<file path="src/rtl/serlink_csr_pkg.sv">
package serlink_csr_pkg;

   // Byte offsets of the word registers
   localparam int OFF_CTRL   = 'h00;
   localparam int OFF_STAT   = 'h04;
   localparam int OFF_SCALE  = 'h08;
   localparam int OFF_TCODE  = 'h0C;
   localparam int OFF_RXBASE = 'h10;
   localparam int OFF_TXBASE = 'h14;

   // Control word bit positions
   localparam int CB_RESET   = 0;
   localparam int CB_START   = 2;
   localparam int CB_AUTO    = 3;
   localparam int CB_DISABLE = 4;
   localparam int CB_RXDMA   = 6;
   localparam int CB_TXDMA   = 7;
   localparam int CB_IE_LO   = 9;   // enables 9..12 line up with flags 9..12
   localparam int CB_CFG_LSB = 24;

   localparam logic [31:0] CTRL_RW_MASK = 32'h0000_1EDC;

   // Sticky flag bank: index -> status bit position
   localparam int NFLAG = 9;
   localparam int STAT_POS [NFLAG] = '{2, 3, 4, 5, 8, 9, 10, 11, 12};
   localparam int FI_CHG   = 5;
   localparam int FI_TICK  = 6;
   localparam int FI_RXD   = 7;
   localparam int FI_TXD   = 8;
   localparam int NIRQ     = 4;   // flags FI_CHG..FI_TXD can interrupt

   localparam int TC_SEND_BIT = 16;

endpackage

</file>
<file path="src/rtl/serlink_sticky.sv">
module serlink_sticky #(
   parameter int W = 9
)(
   input  logic         clk,
   input  logic         rst_n,
   input  logic [W-1:0] set,
   input  logic [W-1:0] clr,
   output logic [W-1:0] flags
);

   generate
      if (W < 1) begin : g_bad_w
         $error("serlink_sticky: W must be at least 1");
      end
   endgenerate

   for (genvar i = 0; i < W; i++) begin : g_flag
      always_ff @(posedge clk or negedge rst_n) begin
         if (!rst_n)
            flags[i] <= 1'b0;
         else if (set[i])
            flags[i] <= 1'b1;        // event beats a clearing write
         else if (clr[i])
            flags[i] <= 1'b0;
      end

      // an event always leaves the flag set
      a_r6_set_wins: assert property (@(posedge clk) disable iff (!rst_n)
         set[i] |=> flags[i]);

      // a clear with no competing event drops the flag
      a_r6_w1c_clears: assert property (@(posedge clk) disable iff (!rst_n)
         (clr[i] && !set[i]) |=> !flags[i]);
   end

endmodule

</file>
<file path="src/rtl/serlink_tcode.sv">
module serlink_tcode #(
   parameter int TC_W = 8
)(
   input  logic            clk,
   input  logic            rst_n,
   input  logic            wr,
   input  logic [TC_W-1:0] wr_val,
   input  logic            wr_send,
   input  logic            rx_tick,
   input  logic [TC_W-1:0] rx_time,
   output logic [TC_W-1:0] tx_val,
   output logic            tx_send,
   output logic [TC_W-1:0] rx_val
);

   always_ff @(posedge clk or negedge rst_n) begin
      if (!rst_n) begin
         tx_val  <= '0;
         tx_send <= 1'b0;
         rx_val  <= '0;
      end else begin
         tx_send <= wr & wr_send;
         if (wr)
            tx_val <= wr_val;
         if (rx_tick)
            rx_val <= rx_time;
      end
   end

   // the received value is held from the tick onward
   a_r7_capture: assert property (@(posedge clk) disable iff (!rst_n)
      rx_tick |=> (rx_val == $past(rx_time)));

   // the send request carries the value written with it
   a_r8_send_value: assert property (@(posedge clk) disable iff (!rst_n)
      (wr && wr_send) |=> (tx_send && tx_val == $past(wr_val)));

endmodule

</file>
<file path="src/rtl/serlink_csr.sv">
module serlink_csr
   import serlink_csr_pkg::*;
#(
   parameter int                  ADDR_W         = 5,
   parameter int                  DESC_LOG2      = 7,
   parameter int                  SCALER_W       = 8,
   parameter logic [SCALER_W-1:0] DEFAULT_SCALER = 4
)(
   input  logic                clk,
   input  logic                rst_n,
   input  logic                psel,
   input  logic                penable,
   input  logic                pwrite,
   input  logic [ADDR_W-1:0]   paddr,
   input  logic [31:0]         pwdata,
   output logic [31:0]         prdata,
   input  logic [1:0]          link_state,
   input  logic [3:0]          err_evt,
   input  logic                bus_err,
   input  logic                rx_tick,
   input  logic [7:0]          rx_time,
   input  logic                rxdesc_done,
   input  logic                txdesc_done,
   output logic                core_reset,
   output logic                link_start,
   output logic                link_autostart,
   output logic                link_disable,
   output logic                rxdma_en,
   output logic                txdma_en,
   output logic [SCALER_W-1:0] scaler,
   output logic [31:0]         rx_base,
   output logic [31:0]         tx_base,
   output logic                tc_send,
   output logic [7:0]          tc_value,
   output logic                irq
);

   localparam int          BASE_LSB  = DESC_LOG2 + 3;
   localparam logic [31:0] CFG_FIELD = 32'(DESC_LOG2) << CB_CFG_LSB;

   generate
      if (DESC_LOG2 < 4 || DESC_LOG2 > 14) begin : g_bad_desc
         $error("serlink_csr: DESC_LOG2 must be within 4..14");
      end
      if (SCALER_W < 1 || SCALER_W > 32) begin : g_bad_scaler
         $error("serlink_csr: SCALER_W must be within 1..32");
      end
      if (ADDR_W < 5) begin : g_bad_addr
         $error("serlink_csr: ADDR_W must cover offsets up to 0x14");
      end
   endgenerate

   // ---------------- decode ----------------
   logic wr_en;
   logic hit_ctrl, hit_stat, hit_scale, hit_tcode, hit_rxb, hit_txb;

   assign wr_en     = psel & penable & pwrite;
   assign hit_ctrl  = (paddr == ADDR_W'(OFF_CTRL));
   assign hit_stat  = (paddr == ADDR_W'(OFF_STAT));
   assign hit_scale = (paddr == ADDR_W'(OFF_SCALE));
   assign hit_tcode = (paddr == ADDR_W'(OFF_TCODE));
   assign hit_rxb   = (paddr == ADDR_W'(OFF_RXBASE));
   assign hit_txb   = (paddr == ADDR_W'(OFF_TXBASE));

   // ---------------- control word and plain registers ----------------
   logic [31:0]          ctrl_q;
   logic                 core_reset_q;
   logic [SCALER_W-1:0]  scaler_q;
   logic [31:BASE_LSB]   rxb_q, txb_q;
   logic [1:0]           link_prev_q;

   always_ff @(posedge clk or negedge rst_n) begin
      if (!rst_n) begin
         ctrl_q       <= '0;
         core_reset_q <= 1'b0;
         scaler_q     <= DEFAULT_SCALER;
         rxb_q        <= '0;
         txb_q        <= '0;
         link_prev_q  <= '0;
      end else begin
         core_reset_q <= wr_en & hit_ctrl & pwdata[CB_RESET];
         link_prev_q  <= link_state;
         if (wr_en && hit_ctrl)
            ctrl_q <= pwdata & CTRL_RW_MASK;
         if (wr_en && hit_scale)
            scaler_q <= pwdata[SCALER_W-1:0];
         if (wr_en && hit_rxb)
            rxb_q <= pwdata[31:BASE_LSB];
         if (wr_en && hit_txb)
            txb_q <= pwdata[31:BASE_LSB];
      end
   end

   assign core_reset     = core_reset_q;
   assign link_start     = ctrl_q[CB_START];
   assign link_autostart = ctrl_q[CB_AUTO];
   assign link_disable   = ctrl_q[CB_DISABLE];
   assign rxdma_en       = ctrl_q[CB_RXDMA];
   assign txdma_en       = ctrl_q[CB_TXDMA];
   assign scaler         = scaler_q;
   assign rx_base        = {rxb_q, {BASE_LSB{1'b0}}};
   assign tx_base        = {txb_q, {BASE_LSB{1'b0}}};

   // ---------------- sticky status flags ----------------
   logic             link_chg;
   logic [NFLAG-1:0] flag_set, flag_clr, flags;

   assign link_chg = (link_state != link_prev_q);
   assign flag_set = {txdesc_done, rxdesc_done, rx_tick, link_chg, bus_err, err_evt};

   always_comb begin
      for (int i = 0; i < NFLAG; i++)
         flag_clr[i] = wr_en & hit_stat & pwdata[STAT_POS[i]];
   end

   serlink_sticky #(.W(NFLAG)) u_flags (
      .clk   (clk),
      .rst_n (rst_n),
      .set   (flag_set),
      .clr   (flag_clr),
      .flags (flags)
   );

   // ---------------- time codes ----------------
   logic [7:0] tc_rx;

   serlink_tcode #(.TC_W(8)) u_tcode (
      .clk     (clk),
      .rst_n   (rst_n),
      .wr      (wr_en & hit_tcode),
      .wr_val  (pwdata[15:8]),
      .wr_send (pwdata[TC_SEND_BIT]),
      .rx_tick (rx_tick),
      .rx_time (rx_time),
      .tx_val  (tc_value),
      .tx_send (tc_send),
      .rx_val  (tc_rx)
   );

   // ---------------- interrupt ----------------
   logic [NIRQ-1:0] irq_en, irq_pend;

   assign irq_en   = ctrl_q[CB_IE_LO +: NIRQ];
   assign irq_pend = flags[FI_CHG +: NIRQ];
   assign irq      = |(irq_en & irq_pend);

   // ---------------- read mux ----------------
   logic [31:0] stat_rd, scale_rd;

   always_comb begin
      stat_rd       = '0;
      stat_rd[1:0]  = link_state;
      for (int i = 0; i < NFLAG; i++)
         stat_rd[STAT_POS[i]] = flags[i];
      scale_rd                 = '0;
      scale_rd[SCALER_W-1:0]   = scaler_q;
   end

   always_comb begin
      prdata = '0;
      if (hit_ctrl)  prdata = ctrl_q | CFG_FIELD;
      if (hit_stat)  prdata = stat_rd;
      if (hit_scale) prdata = scale_rd;
      if (hit_tcode) prdata = {16'h0, tc_value, tc_rx};
      if (hit_rxb)   prdata = rx_base;
      if (hit_txb)   prdata = tx_base;
   end

   // a link state change is recorded in the change flag
   a_r4_change_flags: assert property (@(posedge clk) disable iff (!rst_n)
      (link_state != $past(link_state)) |=> flags[FI_CHG]);

   // a reset command is only issued by a control write with bit 0
   a_r3_reset_cause: assert property (@(posedge clk) disable iff (!rst_n)
      $rose(core_reset) |-> $past(wr_en && hit_ctrl && pwdata[CB_RESET]));

   // the interrupt line never rises while every enable is off
   a_r11_masked: assert property (@(posedge clk) disable iff (!rst_n)
      (irq_en == '0) |-> !irq);

endmodule

</file>
<file path="config.mk">
export PLATFORM = sky130hd
export DESIGN_NAME = serlink_csr
export DESIGN_NICKNAME = d
export VERILOG_FILES = /design/src/rtl/serlink_csr_pkg.sv /design/src/rtl/serlink_sticky.sv /design/src/rtl/serlink_tcode.sv /design/src/rtl/serlink_csr.sv
export SDC_FILE = /design/constraint.sdc
export NUM_CORES = 1
export LEC_CHECK = 0
export BUFFER_PORTS_ARGS = -buffer_cell sky130_fd_sc_hd__buf_2
export CORE_UTILIZATION = 40
export CTS_CLUSTER_SIZE = 16
export DETAILED_ROUTE_END_ITERATION = 16
export PLACE_DENSITY = 0.78
export SLEW_MARGIN = 20
export SYNTH_ARGS = -nofsm -noshare
export SYNTH_HDL_FRONTEND = slang
export SYNTH_SLANG_ARGS = --single-unit
export TNS_END_PERCENT = 1
</file>
<file path="constraint.sdc">
create_clock -name clk -period 2.82 [get_ports clk]
set_input_delay 0.423 -clock clk [delete_from_list [all_inputs] [get_ports clk]]
set_output_delay 0.423 -clock clk [all_outputs]
set_load 0.1 [all_outputs]
</file>
## Yosys cells after proc, flatten, opt, wreduce, memory -nomap -nowiden

Index checks and enable logic that the tools add are counted.

| storage, ports and cells | value |
|---|---|
| latch bits | 0 |
| memory bits (read-only) | 0 |
| register bits | 90 |
| logic and storage cells | 80 |
| memories | 0 |
| output and inout bits | 120 |
| bits in writable memories | 0 |

| operators by class | value |
|---|---|
| reduce and logical (&&, ||, !) cells | 15 |
| shifts and indexed selects | 0 |
| $add $sub $neg | 0 |
| divide/modulo/power cells | 0 |
| equal/unequal tests | 6 |
| bitwise operators | 17 |
| magnitude comparators | 0 |
| $mul | 0 |
| mux-type cells | 24 |

Operators by type and width:

| cell | count |
|---|---|
| $mux 32 | 5 |
| $mux 27 | 1 |
| $mux 1 | 18 |
| $reduce_bool 2->1 | 9 |
| $and 1x1->1 | 16 |
| $eq 5x4->1 const B | 2 |
| $eq 5x5->1 const B | 2 |
| $eq 5x3->1 const B | 1 |
| $logic_not 5->1 | 1 |
| $and 4x4->4 | 1 |
| $logic_and 1x1->1 | 4 |
| $reduce_or 4->1 | 1 |
| $ne 2x2->1 | 1 |

## Longest topological paths before layout

| depth | value |
|---|---|
| word-level depth | 7 |
| mapped depth | 7 |
| mapped depth without buffers | 3 |

## By module

From an unflattened synthesis, not the netlist that was laid out.

| unflattened totals | value |
|---|---|
| cells, all modules | 344 |
| area total of the unflattened synthesis | 4,379.2 µm² |

By module, submodules not included:

| module | seq. area each (µm²) | cells an instance | instances | area each (µm²) |
|---|---|---|---|---|
| serlink_csr | 1,602.8 | 281 | 1 | 3,357.0 |
| serlink_tcode | 425.4 | 36 | 1 | 695.7 |
| serlink_sticky | 225.2 | 27 | 1 | 326.6 |

## Worst setup path after synthesis

No wires, ideal clock.

| timing | value |
|---|---|
| path kind | register to output |
| start point | reg ctrl_q[3] |
| end point | out prdata[3] |
| data arrival time | 3.331 ns |
| stages on the path, launching flop included | 4 |
| setup slack | -0.934 ns |
| buffers on the path | 0 |
| path through | dfrtp_1 -> mux2_2 -> o22ai_1 -> nor3_1 |

| on the way | value |
|---|---|
| word-level cells in the longest chain between the ends | 6 |

Ends and longest elaborated chain:

| what | line | source |
|---|---|---|
| start: declaration | serlink_csr.sv:66 | `logic [31:0] ctrl_q;` |
| start signal: assignment | serlink_csr.sv:84 | `ctrl_q <= pwdata & CTRL_RW_MASK;` |
| $mux 27 | serlink_csr.sv:161 | `if (hit_ctrl) prdata = ctrl_q \| CFG_FIELD;` |
| $mux 32 | serlink_csr.sv:162 | `if (hit_stat) prdata = stat_rd;` |
| $mux 32 | serlink_csr.sv:163 | `if (hit_scale) prdata = scale_rd;` |
| $mux 32 | serlink_csr.sv:164 | `if (hit_tcode) prdata = {16'h0, tc_value, tc_rx};` |
| $mux 32 | serlink_csr.sv:165 | `if (hit_rxb) prdata = rx_base;` |
| $mux 32 | serlink_csr.sv:166 | `if (hit_txb) prdata = tx_base;` |
| end: declaration | serlink_csr.sv:16 | `output logic [31:0] prdata,` |

No other way between the ends.

## Worst setup path after layout

| timing | value |
|---|---|
| start point | in paddr[4] |
| end point | out prdata[30] |

| on the way | value |
|---|---|
| word-level cells in the longest chain between the ends | 5 |
| elaborated cells between the ends (all ways) | 8 |
| classes of those cells | eq/ne: 4; mux: 4 |

Ends and longest elaborated chain:

| what | line | source |
|---|---|---|
| start: declaration | serlink_csr.sv:14 | `input logic [ADDR_W-1:0] paddr,` |
| $eq 5x4->1 | serlink_csr.sv:60 | `assign hit_scale = (paddr == ADDR_W'(OFF_SCALE));` |
| $mux 32 | serlink_csr.sv:163 |  |
| $mux 32 | serlink_csr.sv:164 |  |
| $mux 32 | serlink_csr.sv:165 |  |
| $mux 32 (*) | serlink_csr.sv:166 |  |

Mark *: on every way between the ends. The rest lies on a longest branch, timed or not.

==> impl_metrics.tcl <==
set metrics [dict create \
    fin_crit_ns 2.45 \
    fmax_mhz 408 \
    worstMarginPinSlew_ns 0.699 \
    slew_headroom_pct 53.4 \
    fin_setup_tns_ns 0 \
    vias 3539 \
    p_sw_share_pct 41.0 \
    insertion_delay_ns 0.34 \
    cts_buffer_depth 2 \
    area_delta_synth_final_pct 35.0 \
    dr.pass1.iters 4 \
    rows 38 \
    critical_path.max_stage_delay_ns 0.55 \
    drt-wirelength-per-cell_um 18.2 \
    synth_cell_types 46 \
    setup_viol 0 \
    cp_max_fo 21 \
    clock-sinks 90 \
    track_usage_pct 21.7 \
    syn_area_per_cell_um2 12.3 \
    netlist_area_mm2 0.00445 \
    synthCells 363 \
    worstHoldPathType "in2async" \
    grt_pass1_vias 3676 \
    cp-endpoint "prdata[30]" \
    drt_wl_total_mm 12.2 \
    cp_num_cells 5 \
    gp_congestion 0.790 \
    hpwlAfterDp_mm 8.95 \
    power_switching_mw 1.49 \
    antenna_left 0 \
    final_layout_size_suffix_gt1_share_pct 54.3 \
    critical_path_class "in2out" \
    cts_hold_buf 0 \
    grt_pass1_wl_mm 19.1 \
    cp_cell_sequence "buf_2 -> or4b_1 -> buf_4 -> nor2_1 -> buf_12" \
    leakage_nw 3.00 \
    power.total_mw 3.62 \
    port_buffers 159 \
    drc 0 \
    ys.flop_type "dfrtp_1" \
    r2r_end "u_flags.flags[5]" \
    cp-end-kind "output port" \
    critical-path-slowest-cell "or4b_1" \
    p_int_mw 2.14 \
    ys_async_sr_fraction_pct 100 \
    die_y_um 107 \
    comb_power_share_pct 33.3 \
    hold_viol 0 \
    clk_pin_slew_ns 0.08 \
    overflow 0 \
    p_clk_share_pct 26.6 \
    dr.first_iter.drc_count 278 \
    ios 180 \
    ys_seq_area_share_pct 50.6 \
    clockRootBuffer "clkbuf_8" \
    post-cts-setup-buffers 0 \
    yosys_warnings 0 \
    h-tree-depth 3 \
    fin_nets 584 \
    reg2reg_depth 2 \
    path_buf_inv 3 \
    core_area_mm2 0.0108 \
    start_util_pct 41.0 \
    antenna_found_initial 0 \
    cp-start-kind "primary input" \
    slew_violations 0 \
    die-area_mm2 0.0115 \
    crit_path_start "paddr[4]" \
    synth_edf_count 0 \
    ir_worst_vdd_v 0.000378 \
    rrSetupSlack_ns 1.94 \
    dieWidth_um 107 \
    worstReg2RegStart "link_prev_q[0]" \
    cts_tree "done" \
    fin_crit_sh_pct 86.9 \
    numCtsBuffers 9 \
    grt_max_degree 54 \
    vias_per_cell 5.29 \
    grt_setup_unrepaired "no" \
    cp_top_family "buffers and inverters" \
    cp.required_ns 2.40 \
    clock_skew_ns 0.00541 \
    seqPwrFrac_pct 40.1 \
    outcome "finished clean" \
    antennaDiodeCount 0 \
    ys_ff_latch 90 \
    cts_resized 0 \
    cap_violations 0 \
    power.density_mw_per_mm2 603 \
    critPathArrivalTime_ns 2.03 \
]
how the worst min path moves through the flow:
stage	from	end	slack, ns
6_report	rst_n	txb_q[29]	0.11
5_1_grt	rst_n	txb_q[27]	0.14
4_1_cts	rst_n	txb_q[29]	0.12
3_5_place_dp	u_flags.flags[1]	u_flags.flags[1]	0.46
3_3_place_gp	u_flags.flags[1]	u_flags.flags[1]	0.45
2_1_floorplan	rst_n	core_reset	0.13
through the flow:
stage,util (%),cells,hold slack [ns],cell area [um^2],worst slack [ns]
after floorplan,-,382,0.127,4550,-0.597
after global placement,53.4,653,0.454,5790,0.429
after detailed placement,53.4,653,0.463,5790,0.392
after CTS,55.4,669,0.122,6010,0.382
after global routing,55.4,669,0.141,6010,0.328
final,55.4,669,0.115,6010,0.369
area by class of cell:
cell class              instances  area (um^2)
clock buffers                  11          141
clock inverters                 5         77.6
fillers                       912         4830
inverters                       3         11.3
multi-input cells             243         2000
flip-flops and latches         90         2250
well taps                     140          175
repair buffers                177         1350
cells by family after synthesis:
family                 synth area share, %
flip-flops                            50.6
buffers and inverters                 6.72
AND/OR/NAND/NOR                       11.5
AO/OA/AOI/OAI                         7.51
other                               0.0843
XOR/XNOR                             0.394
multiplexers                          23.2
registers in the layout, indices dropped and copies added (netlist names):
| name | cells |
|---|---|
| rxb_q | 22 |
| txb_q | 22 |
| ctrl_q | 9 |
| u_flags.flags | 9 |
| scaler | 8 |
| u_tcode.rx_val | 8 |
| u_tcode.tx_val | 8 |
| link_prev_q | 2 |
| core_reset | 1 |
| u_tcode.tx_send | 1 |
cell usage after synthesis (4+ instances only):
| master | instances | share of area (%) |
|---|---|---|
| o21ai_0 | 10 | 1.1 |
| buf_4 | 20 | 3.4 |
| buf_2 | 8 | 0.90 |
| nand2b_1 | 7 | 0.98 |
| nor2_1 | 18 | 1.5 |
| a2bb2oi_1 | 6 | 1.2 |
| a21o_1 | 8 | 1.3 |
| nand4_1 | 9 | 1.3 |
| a221o_1 | 4 | 0.90 |
| mux2_2 | 80 | 20 |
| nand3_1 | 10 | 1.1 |
| clkbuf_1 | 12 | 1.0 |
| dfrtp_1 | 89 | 50 |
| buf_6 | 4 | 1.0 |
| a22oi_1 | 4 | 0.67 |
| nor3_1 | 11 | 1.2 |
| mux2i_1 | 13 | 2.9 |
power groups by stage:
stage | registers [mW] | logic (mW) | clock network (mW)
after floorplan | 2.03 | 0.420 | 0
after global placement | 1.47 | 1.19 | 0
after detailed placement | 1.48 | 1.21 | 0
after CTS | 1.45 | 1.21 | 0.993
after global routing | 1.47 | 1.25 | 1.05
final | 1.45 | 1.21 | 0.963
per-layer routing:
metal  global-route usage [%]  vias up  routed length (um)
li1                         -     1601                   -
met1                     25.6     1761                5070
met2                     36.3      163                5810
met3                     8.47       14                1130
met4                     7.14        0                 152
met5                        0        -                   0
cells in the final DEF (no fill, tap or decap), types with 3 or more instances in the layout:
| cell | count |
|---|---|
| nor2_1 | 18 |
| nand2b_1 | 7 |
| buf_4 | 18 |
| nand4_1 | 9 |
| dfrtp_1 | 89 |
| a32oi_1 | 3 |
| buf_2 | 131 |
| o22ai_1 | 3 |
| a2bb2oi_1 | 6 |
| o21ai_0 | 10 |
| nand3b_1 | 3 |
| nor2b_1 | 3 |
| nor3_2 | 4 |
| nor3_1 | 8 |
| mux2i_1 | 13 |
| a221o_1 | 4 |
| clkbuf_8 | 10 |
| and3_1 | 3 |
| inv_1 | 3 |
| o211ai_1 | 3 |
| conb_1 | 20 |
| buf_12 | 28 |
| a21o_1 | 8 |
| nand3_1 | 10 |
| mux2_2 | 80 |
Note: power is estimated with default switching activity, not from simulation.
